==> src/rtl/mobd_pkg.sv <==
package mobd_pkg;
  localparam int ILEN = 32;
  localparam int CLEN = 16;
  localparam int REGW = 5;
  localparam int NCLS = 7;
  localparam int WIDW = 2;

  localparam int CLS_MOP_R   = 0;
  localparam int CLS_MOP_RR  = 1;
  localparam int CLS_CMOP    = 2;
  localparam int CLS_SPADJ   = 3;
  localparam int CLS_LUI     = 4;
  localparam int CLS_LOAD    = 5;
  localparam int CLS_STORE   = 6;

  localparam logic [6:0] OPC_SYSTEM = 7'b1110011;
  localparam logic [6:0] OPC_AMO    = 7'b0101111;
  localparam logic [2:0] F3_MOP     = 3'd4;
  localparam logic [4:0] F5_LDACQ   = 5'd6;
  localparam logic [4:0] F5_STREL   = 5'd7;
  localparam logic [1:0] CQ_ONE     = 2'b01;
  localparam logic [2:0] CF3_LUI    = 3'd3;
  localparam logic [REGW-1:0] SP_IDX = 5'd2;

  typedef struct packed {
    logic [NCLS-1:0] cls;
    logic            illegal;
    logic            zero_rd;
    logic [REGW-1:0] rd;
    logic [REGW-1:0] rs1;
    logic [REGW-1:0] rs2;
    logic [WIDW-1:0] width;
    logic [ILEN-1:0] imm;
  } dec_t;

  localparam int DEC_W = $bits(dec_t);
endpackage

==> src/rtl/mobd_wide_dec.sv <==
module mobd_wide_dec
  import mobd_pkg::*;
(
  input  logic [ILEN-1:0] insn,
  output dec_t            dec
);
  logic [6:0]      opc;
  logic [2:0]      f3;
  logic [4:0]      f5;
  logic [REGW-1:0] f_rd, f_rs1, f_rs2;
  logic            mop_r_hit, mop_rr_hit, ld_hit, st_hit, width_ok;

  assign opc   = insn[6:0];
  assign f3    = insn[14:12];
  assign f5    = insn[31:27];
  assign f_rd  = insn[11:7];
  assign f_rs1 = insn[19:15];
  assign f_rs2 = insn[24:20];

  assign mop_r_hit  = (opc == OPC_SYSTEM) && (f3 == F3_MOP) &&
                      insn[31] && insn[24] && insn[23] && insn[22] &&
                      !insn[29] && !insn[28] && !insn[25];
  assign mop_rr_hit = (opc == OPC_SYSTEM) && (f3 == F3_MOP) &&
                      insn[31] && insn[25] && !insn[29] && !insn[28];
  assign width_ok   = (f3 <= 3'd2);
  assign ld_hit     = (opc == OPC_AMO) && width_ok && (f5 == F5_LDACQ) && (f_rs2 == '0);
  assign st_hit     = (opc == OPC_AMO) && width_ok && (f5 == F5_STREL) && (f_rd == '0);

  always_comb begin
    dec         = '0;
    dec.illegal = 1'b1;
    if (mop_r_hit) begin
      dec.cls[CLS_MOP_R] = 1'b1;
      dec.illegal = 1'b0;
      dec.zero_rd = 1'b1;
      dec.rd      = f_rd;
      dec.rs1     = f_rs1;
      dec.imm     = {{(ILEN-5){1'b0}}, insn[30], insn[27], insn[26], insn[21], insn[20]};
    end else if (mop_rr_hit) begin
      dec.cls[CLS_MOP_RR] = 1'b1;
      dec.illegal = 1'b0;
      dec.zero_rd = 1'b1;
      dec.rd      = f_rd;
      dec.rs1     = f_rs1;
      dec.rs2     = f_rs2;
      dec.imm     = {{(ILEN-3){1'b0}}, insn[30], insn[27], insn[26]};
    end else if (ld_hit) begin
      dec.cls[CLS_LOAD] = 1'b1;
      dec.illegal = 1'b0;
      dec.rd      = f_rd;
      dec.rs1     = f_rs1;
      dec.width   = f3[WIDW-1:0];
    end else if (st_hit) begin
      dec.cls[CLS_STORE] = 1'b1;
      dec.illegal = 1'b0;
      dec.rs1     = f_rs1;
      dec.rs2     = f_rs2;
      dec.width   = f3[WIDW-1:0];
    end
  end
endmodule

==> src/rtl/mobd_compact_dec.sv <==
module mobd_compact_dec
  import mobd_pkg::*;
(
  input  logic [CLEN-1:0] half,
  output dec_t            dec
);
  logic            in_slot, imm_nz, rd_is_sp, rd_cmop;
  logic [REGW-1:0] f_rd;
  logic [5:0]      imm6;

  assign f_rd     = half[11:7];
  assign imm6     = {half[12], half[6:2]};
  assign in_slot  = (half[1:0] == CQ_ONE) && (half[15:13] == CF3_LUI);
  assign imm_nz   = (imm6 != '0);
  assign rd_is_sp = (f_rd == SP_IDX);
  assign rd_cmop  = f_rd[0] && !f_rd[4];

  always_comb begin
    dec         = '0;
    dec.illegal = 1'b1;
    if (in_slot) begin
      if (rd_is_sp) begin
        dec.cls[CLS_SPADJ] = 1'b1;
        dec.illegal = 1'b0;
        dec.rd      = SP_IDX;
        dec.rs1     = SP_IDX;
        dec.imm     = {{(ILEN-10){half[12]}}, half[12], half[4:3], half[5],
                       half[2], half[6], 4'b0000};
      end else if (imm_nz) begin
        dec.cls[CLS_LUI] = 1'b1;
        dec.illegal = 1'b0;
        dec.rd      = f_rd;
        dec.imm     = {{(ILEN-18){half[12]}}, imm6, 12'h000};
      end else if (rd_cmop) begin
        dec.cls[CLS_CMOP] = 1'b1;
        dec.illegal = 1'b0;
        dec.imm     = {{(ILEN-3){1'b0}}, f_rd[3:1]};
      end
    end
  end
endmodule

==> src/rtl/mobd_out_stage.sv <==
module mobd_out_stage #(
  parameter int W = 8
) (
  input  logic         clk,
  input  logic         rst,
  input  logic         in_valid,
  output logic         in_ready,
  input  logic [W-1:0] in_data,
  output logic         out_valid,
  input  logic         out_ready,
  output logic [W-1:0] out_data
);
  logic take;

  assign in_ready = !out_valid || out_ready;
  assign take     = in_valid && in_ready;

  always_ff @(posedge clk) begin
    if (rst) begin
      out_valid <= 1'b0;
    end else if (in_ready) begin
      out_valid <= in_valid;
    end
  end

  always_ff @(posedge clk) begin
    if (take) begin
      out_data <= in_data;
    end
  end
endmodule

==> src/rtl/mop_order_decode.sv <==
module mop_order_decode
  import mobd_pkg::*;
(
  input  logic            clk,
  input  logic            rst,
  input  logic            in_valid,
  output logic            in_ready,
  input  logic [ILEN-1:0] in_insn,
  input  logic            in_compressed,
  output logic            out_valid,
  input  logic            out_ready,
  output logic [NCLS-1:0] out_class,
  output logic            out_illegal,
  output logic            out_zero_rd,
  output logic [REGW-1:0] out_rd,
  output logic [REGW-1:0] out_rs1,
  output logic [REGW-1:0] out_rs2,
  output logic [WIDW-1:0] out_width,
  output logic [ILEN-1:0] out_imm
);
  dec_t             wide_res, comp_res, sel_res, held;
  logic [DEC_W-1:0] held_bits;

  mobd_wide_dec u_wide (
    .insn (in_insn),
    .dec  (wide_res)
  );

  mobd_compact_dec u_compact (
    .half (in_insn[CLEN-1:0]),
    .dec  (comp_res)
  );

  assign sel_res = in_compressed ? comp_res : wide_res;

  mobd_out_stage #(.W(DEC_W)) u_stage (
    .clk       (clk),
    .rst       (rst),
    .in_valid  (in_valid),
    .in_ready  (in_ready),
    .in_data   (sel_res),
    .out_valid (out_valid),
    .out_ready (out_ready),
    .out_data  (held_bits)
  );

  assign held        = dec_t'(held_bits);
  assign out_class   = held.cls;
  assign out_illegal = held.illegal;
  assign out_zero_rd = held.zero_rd;
  assign out_rd      = held.rd;
  assign out_rs1     = held.rs1;
  assign out_rs2     = held.rs2;
  assign out_width   = held.width;
  assign out_imm     = held.imm;
endmodule

==> config.mk <==
export PLATFORM = sky130hd
export DESIGN_NAME = mop_order_decode
export DESIGN_NICKNAME = d
export VERILOG_FILES = /design/src/rtl/mobd_pkg.sv /design/src/rtl/mobd_wide_dec.sv /design/src/rtl/mobd_compact_dec.sv /design/src/rtl/mobd_out_stage.sv /design/src/rtl/mop_order_decode.sv
export SDC_FILE = /design/constraint.sdc
export NUM_CORES = 1
export LEC_CHECK = 0
export BUFFER_PORTS_ARGS = -buffer_cell sky130_fd_sc_hd__buf_4
export CAP_MARGIN = 30
export CORE_ASPECT_RATIO = 0.7
export CORE_MARGIN = 1.5
export CORE_UTILIZATION = 59
export DETAILED_ROUTE_END_ITERATION = 16
export HOLD_SLACK_MARGIN = 0.15
export PLACE_DENSITY_LB_ADDON = 0.25
export SLEW_MARGIN = 15
export SYNTH_ARGS = -nofsm -noshare
export SYNTH_HDL_FRONTEND = slang
export SYNTH_HIERARCHICAL = 1
export SYNTH_SLANG_ARGS = --single-unit
==> constraint.sdc <==
create_clock -name clk -period 3 [get_ports clk]
set_input_delay 0.3 -clock clk [delete_from_list [all_inputs] [get_ports clk]]
set_output_delay 0.3 -clock clk [all_outputs]
set_load 0.01 [all_outputs]
### Word level (Yosys, flattened, before mapping)

Index checks and enable logic that the tools add are counted.

* output and inout port bits: 60
* word-level logic and storage cells: 88
* bits in registers: 59
* input port bits: 37

* bitwise gates (word level): 2
* order comparisons: 1
* muxes and demuxes: 34
* reduce and logical (&&, ||, !) cells: 34
* equality and inequality tests: 8

Operators by type and width (number)
* 32-bit two-way mux: 4
* 51-bit two-way mux: 1
* 5-bit two-way mux: 5
* 12-bit two-way mux: 2
* 1-bit logical AND: 19
* 15-bit two-way mux: 1
* 1-bit two-way mux: 14
* 5-bit by 3-bit equality test with 1-bit output, second input constant: 2
* 5-bit zero test: 2
* 10-bit two-way mux: 1
* 4-bit OR reduction: 2
* 7-bit by 6-bit equality test with 1-bit output, second input constant: 1
* 7-bit equality test, second input constant: 1
* 7-bit two-way mux: 1
* 2-bit two-way mux: 3
* 3-bit two-way mux: 2
* 6-bit nonzero test: 1
* 3-bit OR reduction: 2
* 5-bit by 2-bit equality test with 1-bit output, second input constant: 1
* 1-bit zero test: 5
* 3-bit by 2-bit equality test with 1-bit output, second input constant: 1
* 3-bit equality test, second input constant: 1
* 3-bit by 2-bit less-or-equal comparator with 1-bit output, second input constant: 1
* 2-bit by 1-bit equality test with 1-bit output, second input constant: 1
* other kinds (4): 5

### Depth between registers and ports, before layout

* depth in word-level cells: 11
* depth in mapped cells: 7

### By module

The synthesis kept the hierarchy.

Modules (own cells, without submodules)
* mobd_out_stage: cells an instance 63, instances 1, area an instance 1796.7 um2
* mop_order_decode: cells an instance 64, instances 1, area an instance 777.0 um2
* mobd_wide_dec: cells an instance 89, instances 1, area an instance 671.9 um2
* mobd_compact_dec: cells an instance 84, instances 1, area an instance 580.6 um2

### Worst setup path after synthesis

OpenSTA, ideal clock, no wires.

* path type: in2reg
* start: input port in_insn[11]
* end: register u_stage.out_data[50] (data pin)
* stages on the path: 5
* arrival: 1610 ps
* path slack: 1130 ps
* path buffers: 0
* cells stage by stage: or4b_1 nor3_4 o211ai_4 and2_1 mux2_4

RTL lines
* from (decl): RTL line mop_order_decode.sv:8 `input logic [ILEN-1:0] in_insn,`
* to (signal assigned): RTL line mobd_out_stage.sv:28 `out_data <= in_data;`
* to (decl): RTL line mobd_out_stage.sv:11 `output logic [W-1:0] out_data`

==> metrics.md <==
| Metric | Value |
|---|---|
| DR top layer | met4 |
| HPWL Detailed | 4941 µm |
| CP bufs+invs | 1 |
| Worst-Skew Late Latency | 0.33 ns |
| Routed met1 length | 3342 µm |
| Arrival time at the worst endpoint | 2.03 ns |
| Power Density | 440.5 nW/µm² |
| Final #Nets | 412 |
| Total power | 1.951 mW |
| Status | finished, final reports clean |
| Crit path max fanout | 10 |
| IO Port Bufs | 96 |
| Filler instances | 472 |
| Mean Syn Cell Area | 12.75 µm² |
| CTS Sinks | 59 |
| Crit path largest cell delay | 0.54 ns |
| N_diodes | 0 |
| Final Setup Violations | 0 |
| Initial antenna violation count | 0 |
| CP required | 3.21 ns |
| H-Tree Depth | 3 |
| Final min period | 1.822 ns |
| Commonest non-fill, non-tap cell in the layout | buf_4 |
| Die ar. | 6985 µm² |
| Most frequent cells in the layout | buf_4, edfxtp_1, conb_1 |
| Fmax | 0.5487 GHz |
| Async SR Flop Fraction | 0% |
| Top cells by area, synth | edfxtp_1, buf_4, mux2_2, mux2_4, a21boi_1 |
| Iteration-0 DRC count of the detailed router | 161 |
| Largest net degree at the start of global routing | 59 |
| Met2 Routed Length | 3233 µm |
| DRC | 0 |
| CP cell instances | buf_4, nor4_1, nand2_1, nor4b_1, mux2_2 |
| Clk_skew | 0.006141 ns |
| Final GP Congestion | 0.8569 |
| Rows | 24 |
| Leak | 1.965 nW |
| Share of layout cells above drive strength 1 | 50.26% |
| VDD IR-drop max | 0.0001898 V |
| Delay-heaviest family, CP | simple AND/OR/NAND/NOR gates |
| Final core occ | 70.89% |
| Crit-path slowest cell | nor4_1 |
| Final Cycle Share | 60.75% |
| Final instance area | 4428 µm² |
| TritonCTS clock tree | done |
| Vias | 2399 |
| Clock-pin slew on the worst setup and hold paths | 0.07 ns |
| Worst-margin pin slew | 0.8410 ns |
| Post_cts resized | 0 |
| CTS Buffer Depth | 2 |
| Library cells used by synthesis | 48 |
| Leading area contributor after synthesis | edfxtp_1 |
| Io pins | 97 |
| Max transition margin | 43.93% |
| Seq/Total Area, Yosys | 46.04% |
| Final hold vios | 0 |
| TritonCTS buffer count | 9 |
| Post-synthesis cell area | 3826 µm² |
| Seq cells post-synth | 59 |
| DRT antenna net count | 0 |
| Via/cell ratio | 5.238 |
| Fin Hold WS | 0.2185 ns |
| Core ar. | 6246 µm² |
| Maxcap violations | 0 |
| DR pass1 iterations | 4 |
| Unrepaired setup endpoints after global routing | false |
| Yosys top cell area share | 45.52% |
| Number of flops mapped to enable cells by yosys | 58 |
| Cells after Synth | 300 |
| Worst setup EP type | flip-flop |
| Dpl cell area | 4234 µm² |
| Yosys warns | 6 |
| Main synth FF type | edfxtp_1 |
| CP Class | in2reg |
| Fin. max-slew vios | 0 |
| First-pass GRT wire length | 11340 µm |
| Die X | 99.25 µm |
| Die Y | 70.38 µm |
| Initial Util | 61.26% |
| Hold Path Class | in2reg |
| Worst setup SP type | primary input |
| Routed WL per cell | 15.66 µm |
| Setup bufs post-CTS | 0 |
| Final wirelength | 7174 µm |
| Number of global-route vias before repair | 2198 |
| Setup TNS | 0 ns |
| Clk root buf | clkbuf_8 |
| Layout area overhead | 15.73% |
| Total grt overflow | 0 |
| Met3 wire length | 523 µm |
| GRT Util Overall | 21.20% |
[worst paths after layout]
| check | slack (ns) | from | cells past startpoint | end |
|---|---|---|---|---|
| setup / recovery | 1.18 | in_insn[3] | 5 | u_stage/out_data[2] |
| hold / removal | 0.22 | in_valid | 3 | u_stage/out_valid |
| setup reg to reg | 1.53 | u_stage/out_valid | 2 | u_stage/out_data[35] |
| hold reg to reg | 0.50 | u_stage/out_valid | 2 | u_stage/out_valid |
[power by group]
group | internal [mW] | switching, mW
registers | 0.966 | 0.0154
logic | 0.147 | 0.137
clock network | 0.376 | 0.309
[kinds of logic (layout without fill, tap and decap cells)]
group,count (synthesis),count (layout),synth area share (%)
AO/OA/AOI/OAI,36,36,6.965
multiplexers,58,58,19.03
AND/OR/NAND/NOR,57,57,11.64
flip-flops,59,59,46.04
buffers and inverters,88,123,16.12
other,2,47,0.1963
[layer usage]
layer | vias up | track usage [%]
met1 | 1140 | 30.44
met4 | 0 | 7.512
met5 | - | 0
li1 | 1139 | -
met3 | 10 | 5.506
met2 | 110 | 31.20
[stage by stage]
| step | std cells | setup WS [ns] |
|---|---|---|
| final | 458 | 1.178 |
| after global routing | 458 | 1.077 |
| after CTS | 458 | 1.246 |
| after detailed placement | 441 | 0.8817 |
| after global placement | 441 | 0.9121 |
| after floorplan | 345 | 1.130 |
[worst min-delay path: stages]
cell and delay [ns]:
buf_4 0.09, inv_1 0.04, a21oi_2 0.09
[what timing repair did]
action                     4_1_cts  5_1_grt
setup endpoints to repair        0        0
hold endpoints to repair         1        0
hold buffers                     1        0
[area by class of cell]
class	instances	area [µm²]	share of cell area, %
Sequential cell	59	1762	39.79
Multi-Input combinational cell	198	1617	36.51
Timing Repair Buffer	97	730.7	16.50
Clock buffer	10	127.6	2.882
Tap cell	78	97.59	2.204
Clock inverter	6	56.30	1.272
Inverter	10	37.54	0.8477
[cell usage after synthesis (all sizes together), types with 3 or more instances]
cell type	number
buf	76
edfxtp	58
mux2	58
and3	12
o21ai	11
a21boi	10
inv	10
a21oi	8
nand3	8
and2	6
nor2	5
a22o	4
nor3	4
nor4b	4
nand4	3
[state kept, by name, indices dropped and copies added (netlist names)]
register	cells
u_stage/out_data	58
u_stage/out_valid	1
Power figures use the tool's default switching activity.
